## config.mk

```make
export PLATFORM = sky130hd
export DESIGN_NAME = tbase_top
export DESIGN_NICKNAME = d
export VERILOG_FILES = /design/src/rtl/tbase_pkg.sv /design/src/rtl/tbase_prescale.sv /design/src/rtl/tbase_wrap.sv /design/src/rtl/tbase_period.sv /design/src/rtl/tbase_flag.sv /design/src/rtl/tbase_top.sv
export SDC_FILE = /design/constraint.sdc
export NUM_CORES = 1
export LEC_CHECK = 0
export BUFFER_PORTS_ARGS = -buffer_cell sky130_fd_sc_hd__buf_2
export CAP_MARGIN = 40
export CORE_MARGIN = 5
export CORE_UTILIZATION = 40
export DETAILED_ROUTE_END_ITERATION = 6
export SLEW_MARGIN = 20
export SYNTH_ARGS = -nofsm -noshare
export SYNTH_HDL_FRONTEND = slang
export SYNTH_SLANG_ARGS = --single-unit
```

## constraint.sdc

```tcl
create_clock -name clk -period 2.6 [get_ports clk]
set_clock_uncertainty 0.2 [all_clocks]
set_input_delay 0.13 -clock clk [delete_from_list [all_inputs] [get_ports clk]]
set_output_delay 0.13 -clock clk [all_outputs]
set_load 0.05 [all_outputs]
```

## src/rtl/tbase_pkg.sv

```systemverilog
package tbase_pkg;
  parameter int unsigned PRE_DIV  = 32;
  parameter int unsigned BASE_MOD = 250;
endpackage

```

## src/rtl/tbase_prescale.sv

```systemverilog
module tbase_prescale #(
  parameter int unsigned DIV = 32
) (
  input  logic clk,
  input  logic rst_n,
  input  logic halt_i,
  output logic en_o
);
  localparam int unsigned W = (DIV > 1) ? $clog2(DIV) : 1;
  localparam logic [W-1:0] LAST = W'(DIV - 1);

  logic [W-1:0] cnt_q;

  assign en_o = !halt_i && (cnt_q == LAST);

  always_ff @(posedge clk) begin
    if (!rst_n)       cnt_q <= '0;
    else if (!halt_i) cnt_q <= (cnt_q == LAST) ? '0 : cnt_q + 1'b1;
  end

  a_r8_pre_freeze: assert property (@(posedge clk) disable iff (!rst_n)
    halt_i |=> $stable(cnt_q));
  a_r2_en_single: assert property (@(posedge clk) disable iff (!rst_n)
    en_o |=> !en_o);
endmodule

```

## src/rtl/tbase_wrap.sv

```systemverilog
module tbase_wrap #(
  parameter int unsigned MOD = 250
) (
  input  logic clk,
  input  logic rst_n,
  input  logic en_i,
  output logic wrap_o
);
  localparam int unsigned W = $clog2(MOD);
  localparam logic [W-1:0] TOP = W'(MOD - 1);

  logic [W-1:0] cnt_q;

  assign wrap_o = en_i && (cnt_q == TOP);

  always_ff @(posedge clk) begin
    if (!rst_n)    cnt_q <= '0;
    else if (en_i) cnt_q <= (cnt_q == TOP) ? '0 : cnt_q + 1'b1;
  end

  a_r2_in_range: assert property (@(posedge clk) disable iff (!rst_n)
    cnt_q <= TOP);
  a_r8_hold_no_en: assert property (@(posedge clk) disable iff (!rst_n)
    !en_i |=> $stable(cnt_q));
endmodule

```

## src/rtl/tbase_period.sv

```systemverilog
module tbase_period (
  input  logic clk,
  input  logic rst_n,
  input  logic wrap_i,
  input  logic dbl_i,
  output logic tick_o
);
  logic half_q;

  assign tick_o = wrap_i && (!dbl_i || half_q);

  always_ff @(posedge clk) begin
    if (!rst_n)      half_q <= 1'b0;
    else if (wrap_i) half_q <= dbl_i ? !half_q : 1'b0;
  end

  a_r3_skip_first: assert property (@(posedge clk) disable iff (!rst_n)
    (wrap_i && dbl_i && !half_q) |-> !tick_o);
endmodule

```

## src/rtl/tbase_flag.sv

```systemverilog
module tbase_flag (
  input  logic clk,
  input  logic rst_n,
  input  logic tick_i,
  input  logic rd_i,
  input  logic irq_en_i,
  output logic flag_o,
  output logic irq_o,
  output logic tick_o
);
  logic flag_q, tick_q;

  always_ff @(posedge clk) begin
    if (!rst_n) begin
      flag_q <= 1'b0;
      tick_q <= 1'b0;
    end else begin
      tick_q <= tick_i;
      if (tick_i)    flag_q <= 1'b1;
      else if (rd_i) flag_q <= 1'b0;
    end
  end

  assign flag_o = flag_q;
  assign tick_o = tick_q;
  assign irq_o  = flag_q && irq_en_i;

  a_r6_set_wins: assert property (@(posedge clk) disable iff (!rst_n)
    tick_i |=> flag_o);
  a_r5_read_clears: assert property (@(posedge clk) disable iff (!rst_n)
    (rd_i && !tick_i) |=> !flag_o);
  a_r4_sticky: assert property (@(posedge clk) disable iff (!rst_n)
    (flag_o && !rd_i) |=> flag_o);
endmodule

```

## src/rtl/tbase_top.sv

```systemverilog
module tbase_top
  import tbase_pkg::*;
#(
  parameter int unsigned DIV = PRE_DIV,
  parameter int unsigned MOD = BASE_MOD
) (
  input  logic clk,
  input  logic rst_n,
  input  logic halt_i,
  input  logic stat_rd_i,
  input  logic dbl_i,
  input  logic irq_en_i,
  output logic flag_o,
  output logic irq_o,
  output logic tick_o
);
  logic en, wrap, tick;

  tbase_prescale #(.DIV(DIV)) u_pre (
    .clk(clk), .rst_n(rst_n), .halt_i(halt_i), .en_o(en));

  tbase_wrap #(.MOD(MOD)) u_wrap (
    .clk(clk), .rst_n(rst_n), .en_i(en), .wrap_o(wrap));

  tbase_period u_per (
    .clk(clk), .rst_n(rst_n), .wrap_i(wrap), .dbl_i(dbl_i), .tick_o(tick));

  tbase_flag u_flag (
    .clk(clk), .rst_n(rst_n), .tick_i(tick), .rd_i(stat_rd_i),
    .irq_en_i(irq_en_i), .flag_o(flag_o), .irq_o(irq_o), .tick_o(tick_o));

  a_r4_tick_sets: assert property (@(posedge clk) disable iff (!rst_n)
    tick_o |-> flag_o);
  a_r7_irq_mask: assert property (@(posedge clk) disable iff (!rst_n)
    !irq_en_i |-> !irq_o);
endmodule

```

## Word level (Yosys, flattened, before mapping)

Index checks and enable logic that the tools add are counted.
Widths: inputs -> output; s select.

- Add/subtract/negate cells: 2
- Equal/unequal tests: 2
- Mux-type cells: 5
- Reduce and logical (&&, ||, !) cells: 9

Operators with widths:

| operator | number |
|---|---|
| $add 8x1->8 const B | 1 |
| $eq 8x8->1 const B | 1 |
| $mux 8 | 1 |
| $add 5x1->5 const B | 1 |
| $eq 5x5->1 const B | 1 |
| $mux 5 | 1 |
| $logic_and 1x1->1 | 4 |
| $logic_not 1->1 | 3 |
| $mux 1 | 3 |
| $reduce_bool 2->1 | 1 |
| $logic_or 1x1->1 | 1 |

- Register bits: 16
- Input port bits: 6
- Output and inout bits: 3
- Logic and storage cells: 23

## Depth between registers and ports, before layout

Gate-level depths: netlist (run 1).

- Depth after elaboration: 5
- Depth in mapped cells: 8
- Gate-level depth less buffers: 6

## Modules after synthesis

From an unflattened synthesis (run 1), not the netlist that was laid out.

- Cells, all modules: 82
- Area, all modules: 798.3 µm²

Modules (own cells, without submodules):

| module | instances | cells an instance | area each (µm²) | seq. area each (µm²) |
|---|---|---|---|---|
| tbase_wrap | 1 | 45 | 407.9 | 160.2 |
| tbase_prescale | 1 | 25 | 264.0 | 100.1 |
| tbase_flag | 1 | 6 | 75.1 | 40.0 |
| tbase_period | 1 | 6 | 51.3 | 20.0 |

## Worst setup path after synthesis (run 1)

No wires, ideal clock.

- Kind: register to register
- Start: reg u_pre.cnt_q[0]
- End: reg u_per.half_q
- Setup time: 0.135 ns
- Arrival: 1.634 ns
- Data required time: 2.265 ns
- Slack: 0.631 ns
- Cell stages (with the launch flop): 9
- Buffers on the path: 2
- Period minus slack after synthesis: 1.969 ns
- Path through: dfxtp_1 ha_1 and3_1 ha_1 buf_2 nand2b_1 clkbuf_1 o311ai_0 o41ai_1

- Word-level cells in the longest chain between the ends: 3

Ends and longest elaborated chain:

| element | line | source |
|---|---|---|
| start: declaration | tbase_prescale.sv:12 | `logic [W-1:0] cnt_q;` |
| start signal: assignment | tbase_prescale.sv:18 | `else if (!halt_i) cnt_q <= (cnt_q == LAST) ? '0 : cnt_q + 1'b1;` |
| $eq 5x5->1 | tbase_prescale.sv:14 | `assign en_o = !halt_i && (cnt_q == LAST);` |
| $logic_and 1x1->1 | tbase_prescale.sv:14 |  |
| $logic_and 1x1->1 | tbase_wrap.sv:14 | `assign wrap_o = en_i && (cnt_q == TOP);` |
| end signal: assignment | tbase_period.sv:14 | `else if (wrap_i) half_q <= dbl_i ? !half_q : 1'b0;` |
| end: declaration | tbase_period.sv:8 | `logic half_q;` |

Every way passes these cells.
A chain may end at the register's enable or synchronous reset.

## Final worst setup path (run 1)

- Start: reg u_pre.cnt_q[0]
- End: reg u_wrap.cnt_q[2]

- Word-level cells in the longest chain between the ends: 2

Ends and longest elaborated chain:

| element | line | source |
|---|---|---|
| $eq 5x5->1 | tbase_prescale.sv:14 |  |
| $logic_and 1x1->1 | tbase_prescale.sv:14 |  |
| end signal: assignment | tbase_wrap.sv:18 | `else if (en_i) cnt_q <= (cnt_q == TOP) ? '0 : cnt_q + 1'b1;` |
| end: declaration | tbase_wrap.sv:12 | `logic [W-1:0] cnt_q;` |

Every way passes these cells.

==> results.cfg, run 1 <==
[run_status]
status = completed

[setup_path]
slowest_delay_ns = 0.46
required_ns = 2.57
worstPathMaxFanout = 9
cp_common_cell = ha_1
crit_slowest_cell = o31ai_4
path_class = reg -> reg
cp_cell_sequence = ha_1, and3_1, ha_1, nand2b_1, o31ai_4, nor2_1
cp_data_arrival_time_ns = 2.20
timing.critical_path.to_type = register
setup.worst_path.start_class = register

[synthesis]
synth_area_um2 = 812
synthTopCellsByArea = dfxtp_1 (39%), ha_1 (6.2%), nor2b_1 (3.9%), a21oi_1 (3.1%), o21ai_0 (3.1%)
ys.warnings.count = 0
ys_ff_latch = 16
yosysSeqAreaShare_pct = 39.4
avgSynthCellArea_um2 = 9.67
async_flop_share_pct = 0
synth_nets = 94
synthFlopType = dfxtp_1
synth_edf_count = 0
ys_types = 37
synth_top_cell_area_share_pct = 39.4
synthCells = 84
yosys.area.top_type = dfxtp_1

[global_route]
use_met1_pct = 15.0
top_usage_layer = met2
grt.met3_usage_pct = 3.49
grt_usage_pct = 12.1
overflow = 0
grt_util_met2_pct = 19.1
grt_pass1_wl_mm = 2.60
grt_pass1_vias = 616
grt_max_degree = 14
antenna_found_initial = 0

[clock_tree]
cts_sinks = 16
cts_buffers = 3
insertion_delay_ns = 0.28
postCtsSetupBuffers = 0
clk_pin_slew_ns = 0.09
htree_levels = 1
cts_tree = built
root_buffer = clkbuf_4
post_cts_resized = 0
cts.path.max_buffers = 2

[sta]
final-max-slew-violation-count = 0
setup_tns_ns = 0
finalCritPeriodShare_pct = 86.1
clock.fmax_mhz = 447
hold_violations = 0
fin_crit_ns = 2.24
rsz0062_at_grt = false
setup_violations = 0
worst_pin_slew_ns = 0.379
hold_ws_ns = 0.0107
relSlewSlack_pct = 74.7

[floorplanning]
start_util_pct = 41.8
num_rows = 16
die_w_um = 55.1
design.core.area_um2 = 1940
pin_count = 9
die_h_um = 55.1
die_area_um2 = 3030

[layout]
final_cell_mix = dfxtp_1 (16), buf_2 (8), o21ai_0 (5), nor2b_1 (5), a21oi_1 (5)
area_delta_synth_final_pct = 12.3
final.fill_count = 198
multi_input_comb_area_um2 = 468
antenna_cells_inserted = 0
final_common_cell = dfxtp_1
nets = 105
drive_above_1_share_pct = 18.3
final_area_um2 = 912
ff_latch_area_um2 = 320
final_core_util_pct = 47.0

[detailed_routing]
drcViolationCount = 0
vias = 636
ant_nets = 0
wl_mm = 1.47
wl_per_cell_um = 12.2
first_pass_iters = 4
drt_iter0_drc = 4
vias_per_cell = 5.30

[min_path]
hold_path.class = in -> reg

[placement]
placed_area_um2 = 870
numPortBuffers = 8
place_hpwl_mm = 1.03
gp_congestion = 0.710

[flow_run]
maxCapViolCount = 0

[power]
p_per_area_nw_per_um2 = 440
p_leak_nw = 0.368
ir_drop_v = 0.000279
stage by stage:
step                      setup WS [ns]  power, mW  instances
after global placement            0.459      0.275        115
after CTS                         0.343      0.409        120
after global routing              0.179      0.422        120
final                             0.361      0.401        120
after floorplan                   0.631      0.269         84
after detailed placement          0.362      0.276        115
state kept, by name, indices dropped and copies added, names as in the netlist:
signal and count:
u_flag.flag_o 1, u_pre.cnt_q 5, u_flag.tick_o 1, u_wrap.cnt_q 8
u_per.half_q 1
critical path: cells and delay by family (launching register included):
kind                     cells  cell delay [ns]
AND/OR/NAND/NOR              3             0.52
adder cells (fa/ha/maj)      2             0.56
flip-flops                   1             0.38
AO/OA/AOI/OAI                1             0.46
synth_stat cells (2+ instances only):
library cell,instances
nand3b_1,2
clkbuf_1,3
ha_1,4
nand2_1,4
xor2_1,2
and3_1,2
nor2_1,4
dfxtp_1,16
o21ai_0,5
o31ai_1,2
and2_1,2
nor2b_1,5
a21oi_1,5
a21boi_0,2
or3_1,2
nand4b_1,2
inv_1,2
what timing repair did:
action,CTS,global route
hold buffers,2,0
endpoints found under the hold margin,5,0
setup endpoints to repair,0,0
report_power, final:
group / switching (mW) / internal, mW / total (mW)
combinational: 0.0107 / 0.0121 / 0.0228
clock: 0.0756 / 0.0538 / 0.129
sequential: 0.00202 / 0.247 / 0.249
total: 0.0883 / 0.313 / 0.401
final timing paths:
check	cells past startpoint	slack, ns	end	from
worst max-delay path	6	0.36	u_wrap.cnt_q[2]	u_pre.cnt_q[0]
worst min-delay path	4	0.01	u_per.half_q	dbl_i
worst max register to register	6	0.36	u_wrap.cnt_q[2]	u_pre.cnt_q[0]
worst min register to register	2	0.31	u_wrap.cnt_q[7]	u_wrap.cnt_q[7]
cells by family (layout without fill, tap and decap cells):
group | Yosys count | after routing | share of synthesized area [%]
AND/OR/NAND/NOR | 34 | 34 | 29.4
multiplexers | 1 | 1 | 1.23
AO/OA/AOI/OAI | 20 | 20 | 17.6
adder cells (fa/ha/maj) | 4 | 4 | 6.16
flip-flops | 16 | 16 | 39.4
XOR/XNOR | 3 | 3 | 3.24
buffers and inverters | 6 | 15 | 2.93
layout make-up:
class	count	area share, %
tap	27	3.70
timing repair buffer	10	6.58
inverter	2	0.823
clock buffer	3	2.47
sequential	16	35.1
multi-input combinational	62	51.3
metal layers:
metal  up-vias  wire length (µm)
met5         -                 0
met4         0                26
met3         4                63
met2        13               654
met1       296               722
li1        323                 -
Note: power is estimated with default switching activity, not from simulation.
==> inputs of run 2 (changes only) <==
SYNTH_HIERARCHICAL = 1   (was default)
==> run 2 against run 1 <==
Combinational power rose by 7%; total power rose by 10%; synthesized cell count decreased by 2.4%; area after synthesis shrank 1.7%; core utilization up 2.6 points; hold slack better by 0.31 ns; register-to-register slack worse by 0.17 ns; flip-flop and latch count is the same; clock power up 28%; first-iteration DRC count is 25% higher; via count shrank 6.0%; largest power group unchanged.
==> results.cfg, run 2 <==
[sta]
clock.fmax_mhz = 416
hold_violations = 0
setup_violations = 0
relSlewSlack_pct = 75.9
rsz0062_at_grt = false
worst_pin_slew_ns = 0.360
final-max-slew-violation-count = 0
fin_crit_ns = 2.41
setup_tns_ns = 0
finalCritPeriodShare_pct = 92.6
hold_ws_ns = 0.321

[flow_run]
maxCapViolCount = 0

[setup_path]
slowest_delay_ns = 0.54
path_buf_inv = 1
setup.worst_path.start_class = register
worstPathMaxFanout = 9
crit_slowest_cell = dlygate4sd3_1
timing.critical_path.to_type = register
cp_cell_sequence = ha_2, and3_1, ha_1, and2b_4, nand4b_4, nor2_4, nand3b_1, nand2_1, dlygate4sd3_1
required_ns = 2.58
cp_data_arrival_time_ns = 2.39
path_class = reg -> reg
path_delay_family = simple AND/OR/NAND/NOR gates

[detailed_routing]
vias = 598
ant_nets = 0
vias_per_cell = 4.82
wl_per_cell_um = 10.3
wl_mm = 1.28
drt_iter0_drc = 5
drcViolationCount = 0
first_pass_iters = 4

[clock_tree]
clk_pin_slew_ns = 0.09
cts_sinks = 16
postCtsSetupBuffers = 0
cts_tree = built
root_buffer = clkbuf_4
cts.path.max_buffers = 2
cts_buffers = 3
insertion_delay_ns = 0.29
htree_levels = 1

[synthesis]
synth_commonest_cells = dfxtp_1 (16), nor2_1 (8), ha_1 (5), inv_1 (5)
synthTopCellsByArea = dfxtp_1 (40%), ha_1 (7.8%), xor2_1 (4.4%), nor2_1 (3.8%), nand4b_4 (3.0%)
yosysMostFrequentCell = dfxtp_1
ys_ff_latch = 16
synth_area_um2 = 798
yosysSeqAreaShare_pct = 40.1
synth_nets = 93
synth_top_cell_area_share_pct = 40.1
synth_edf_count = 0
ys.warnings.count = 6
ys_types = 35
synthCells = 82
async_flop_share_pct = 0
yosys.area.top_type = dfxtp_1
avgSynthCellArea_um2 = 9.73
synthFlopType = dfxtp_1

[layout]
antenna_cells_inserted = 0
top_regs = u_wrap/cnt_q (8), u_pre/cnt_q (5)
area_delta_synth_final_pct = 19.4
final_common_cell = dfxtp_1
drive_above_1_share_pct = 22.7
largest_reg_flops = 8
regMostFlops = u_wrap/cnt_q
final_cell_mix = dfxtp_1 (14), buf_2 (8), nor2_1 (7), dlygate4sd3_1 (5), inv_1 (5)
nets = 109
final_core_util_pct = 49.6
final.fill_count = 189

[global_route]
top_usage_layer = met2
grt_util_met2_pct = 16.9
overflow = 0
antenna_found_initial = 0
use_met1_pct = 14.5
grt_pass1_vias = 602
grt_max_degree = 14
grt_pass1_wl_mm = 2.46
grt.met3_usage_pct = 2.45
grt_usage_pct = 11.5

[floorplanning]
pin_count = 9
die_area_um2 = 2990
die_h_um = 54.7
num_rows = 16
die_w_um = 54.7
design.core.area_um2 = 1920
start_util_pct = 41.5

[min_path]
hold_path.class = reg -> reg

[power]
p_leak_nw = 0.419
p_per_area_nw_per_um2 = 464
ir_drop_v = 0.000233

[run_status]
status = completed

[placement]
numPortBuffers = 8
gp_congestion = 0.667
place_hpwl_um = 916
-- run 2: path summary, 6_finish.rpt --
kind / from / to / slack, ns / cells after the start
max: u_pre/cnt_q[0] / u_per/half_q / 0.19 / 9
min: u_wrap/cnt_q[6] / u_wrap/cnt_q[6] / 0.32 / 2
max reg2reg: u_pre/cnt_q[0] / u_per/half_q / 0.19 / 9
min reg2reg: u_wrap/cnt_q[6] / u_wrap/cnt_q[6] / 0.32 / 2
-- run 2: final cells by class --
cell class                      instances  area, µm²  share of cell area (%)
Multi-Input combinational cell         59        452                    47.4
Sequential cell                        16        323                    33.9
Timing Repair Buffer                   13       90.1                    9.45
Clock buffer                            4       36.3                    3.81
Tap cell                               27       33.8                    3.54
Inverter                                5       18.8                    1.97
-- run 2: routing by layer --
layer	vias up	part of all wire, %
li1	319	-
met1	260	51
met2	14	41
met3	5	5.1
met4	0	2.8
met5	-	0
-- run 2: stage by stage --
step / instance area, µm² / total power [mW] / instances / setup slack, ns
floorplan: 798 / 0.271 / 82 / 0.593
global placement: 853 / 0.278 / 115 / 0.537
detailed placement: 853 / 0.278 / 115 / 0.456
CTS: 940 / 0.451 / 124 / 0.0473
global route: 953 / 0.469 / 124 / 0.0132
finish: 953 / 0.443 / 124 / 0.194
-- run 2: cells by family after synthesis --
family,after synthesis,share of synthesized area [%]
XOR/XNOR,5,5.49
multiplexers,2,2.51
adder cells (fa/ha/maj),5,7.84
AND/OR/NAND/NOR,35,28.8
buffers and inverters,7,4.70
AO/OA/AOI/OAI,12,10.5
flip-flops,16,40.1
-- run 2: timing repair --
action,CTS,global route
hold endpoints to repair,9,0
hold buffers,5,0
setup endpoints to repair,0,1
resized for setup,0,6
-- run 2: power by group --
group / switching, mW / internal [mW] / leakage [nW]
Combinational: 0.0110 / 0.0135 / 0.268
Sequential: 0.00387 / 0.249 / 0.130
Clock: 0.0798 / 0.0853 / 0.0210
Total: 0.0947 / 0.348 / 0.419
-- run 2: tightest hold or removal path, stage by stage, from the launching register on --
cell,delay [ns]
dfxtp_1,0.35
nand2_1,0.06
a31oi_1,0.07
==> inputs of run 3 (changes only) <==
PLACE_DENSITY = 0.58   (was default)
REMOVE_ABC_BUFFERS = 1   (was default)
clock period = 2.4 ns   (was 2.6 ns; I/O delays follow)
==> run 3 against run 2 <==
First-iteration DRC count increased by 140%; critical path depth decreased by 2; sequential share of layout area grew 0.60 points; global-route usage down 0.056 points; non-clock buffer count is 1 lower; core utilization decreased by 1.2 points.
==> results.cfg, run 3 (synthesized netlist as in run 2, its figures left out) <==
[detailed_routing]
vias = 597
wl_per_cell_um = 10.6
drcViolationCount = 0
first_pass_iters = 4
drt_iter0_drc = 12
wl_mm = 1.30
vias_per_cell = 4.85
ant_nets = 0

[layout]
drive_above_1_share_pct = 18.8
regMostFlops = u_wrap/cnt_q
nets = 108
area_delta_synth_final_pct = 16.5
final.fill_count = 199
final_common_cell = dfxtp_1
largest_reg_flops = 8
top_regs = u_wrap/cnt_q (8), u_pre/cnt_q (5)
antenna_cells_inserted = 0
final_cell_mix = dfxtp_1 (16), buf_2 (8), nor2_1 (8), inv_1 (5), ha_1 (5)
final_core_util_pct = 48.4

[clock_tree]
root_buffer = clkbuf_4
cts_buffers = 3
cts_hold_buf = 4
insertion_delay_ns = 0.28
cts_sinks = 16
post_cts_resized = 0
htree_levels = 1
clk_pin_slew_ns = 0.10
postCtsSetupBuffers = 0
cts.path.max_buffers = 2
cts_tree = built

[floorplanning]
die_w_um = 54.7
pin_count = 9
die_area_um2 = 2990
start_util_pct = 41.5
design.core.area_um2 = 1920
die_h_um = 54.7
num_rows = 16

[global_route]
grt_max_degree = 14
grt_pass1_vias = 565
antenna_found_initial = 0
grt_usage_pct = 11.5
overflow = 0
grt_pass1_wl_mm = 2.41

[power]
intPower_uw = 376
p_per_area_nw_per_um2 = 511
p_seq_share_pct = 57.5
comb_power_share_pct = 5.6
switching_share_pct = 20.9
ir_drop_v = 0.000281
p_leak_nw = 0.416
p_switching_uw = 99.2
clkPwrFrac_pct = 36.9

[min_path]
min_from = u_pre/cnt_q[2]
hold_path_depth = 2
hold_end = u_pre/cnt_q[2]
hold_path.class = reg -> reg

[sta]
clock.fmax_mhz = 473
finalCritPeriodShare_pct = 88.0
fin_crit_ns = 2.11
final-max-slew-violation-count = 0
hold_violations = 0
setup_violations = 0
rsz0062_at_grt = false
setup_tns_ns = 0
relSlewSlack_pct = 74.6
worst_pin_slew_ns = 0.379

[setup_path]
timing.critical_path.to_type = register
path_class = reg -> reg
cp_data_arrival_time_ns = 2.09
worstPathMaxFanout = 9
r2r_end = u_wrap/cnt_q[7]
rrSetupSlack_ns = 0.29
slowest_delay_ns = 0.38
reg2reg_depth = 7
timing.rr.start = u_pre/cnt_q[0]
cp_cell_sequence = ha_1, and3_1, ha_1, and2b_2, nand4_2, a211o_1, and3_1
crit_slowest_cell = dfxtp_1
required_ns = 2.38
setup.worst_path.start_class = register

[run_status]
status = completed

[placement]
place_hpwl_um = 933
numPortBuffers = 8
gp_congestion = 0.686

[flow_run]
maxCapViolCount = 0
run 3: through the flow:
| step | cells | hold WS [ns] | worst slack, ns | power (mW) | area, µm² |
|---|---|---|---|---|---|
| floorplan | 80 | 0.0293 | 0.419 | 0.290 | 779 |
| global placement | 115 | 0.184 | 0.332 | 0.301 | 853 |
| detailed placement | 115 | 0.197 | 0.292 | 0.301 | 853 |
| CTS | 123 | 0.317 | 0.260 | 0.484 | 930 |
| global route | 123 | 0.356 | 0.0457 | 0.497 | 930 |
| finish | 123 | 0.313 | 0.287 | 0.475 | 930 |
run 3: worst max-delay path, delay by kind of cell (launching register included):
kind                       cells  cell delay, ns
and+or+nand+nor                4            0.78
DFF                            1            0.38
AOI/OAI and AO/OA              1            0.32
adders and majority gates      2            0.33
run 3: routing by layer:
metal	routed length, µm	track usage [%]
met1	651	14.1
met2	584	17.7
met3	46	2.45
met4	18	7.47
met5	0	0
run 3: worst max path at each step:
| stage | startpoint | to | slack [ns] | cells after the start |
|---|---|---|---|---|
| after floorplan | u_pre/cnt_q[0] | u_wrap/cnt_q[7] | 0.42 | 7 |
| after global placement | u_pre/cnt_q[0] | u_wrap/cnt_q[7] | 0.33 | 7 |
| after detailed placement | u_pre/cnt_q[0] | u_flag/tick_o | 0.29 | 8 |
| after CTS | u_pre/cnt_q[0] | u_flag/flag_o | 0.26 | 8 |
| after global routing | u_pre/cnt_q[0] | u_flag/tick_o | 0.05 | 8 |
| final | u_pre/cnt_q[0] | u_wrap/cnt_q[7] | 0.29 | 7 |
run 3: area by class of cell:
type	instances	area (µm²)	area share, %
clock buffers	4	36.3	3.90
multi-input cells	59	440	47.4
repair buffers	12	80.1	8.61
flip-flops and latches	16	320	34.5
well taps	27	33.8	3.63
inverters	5	18.8	2.02
run 3: power groups by stage:
| stage | registers [mW] | clock network [mW] | logic (mW) |
|---|---|---|---|
| detailed placement | 0.280 | 0 | 0.0218 |
| global route | 0.275 | 0.193 | 0.0301 |
| finish | 0.274 | 0.175 | 0.0264 |
| floorplan | 0.279 | 0 | 0.0114 |
| CTS | 0.274 | 0.184 | 0.0269 |
| global placement | 0.280 | 0 | 0.0217 |
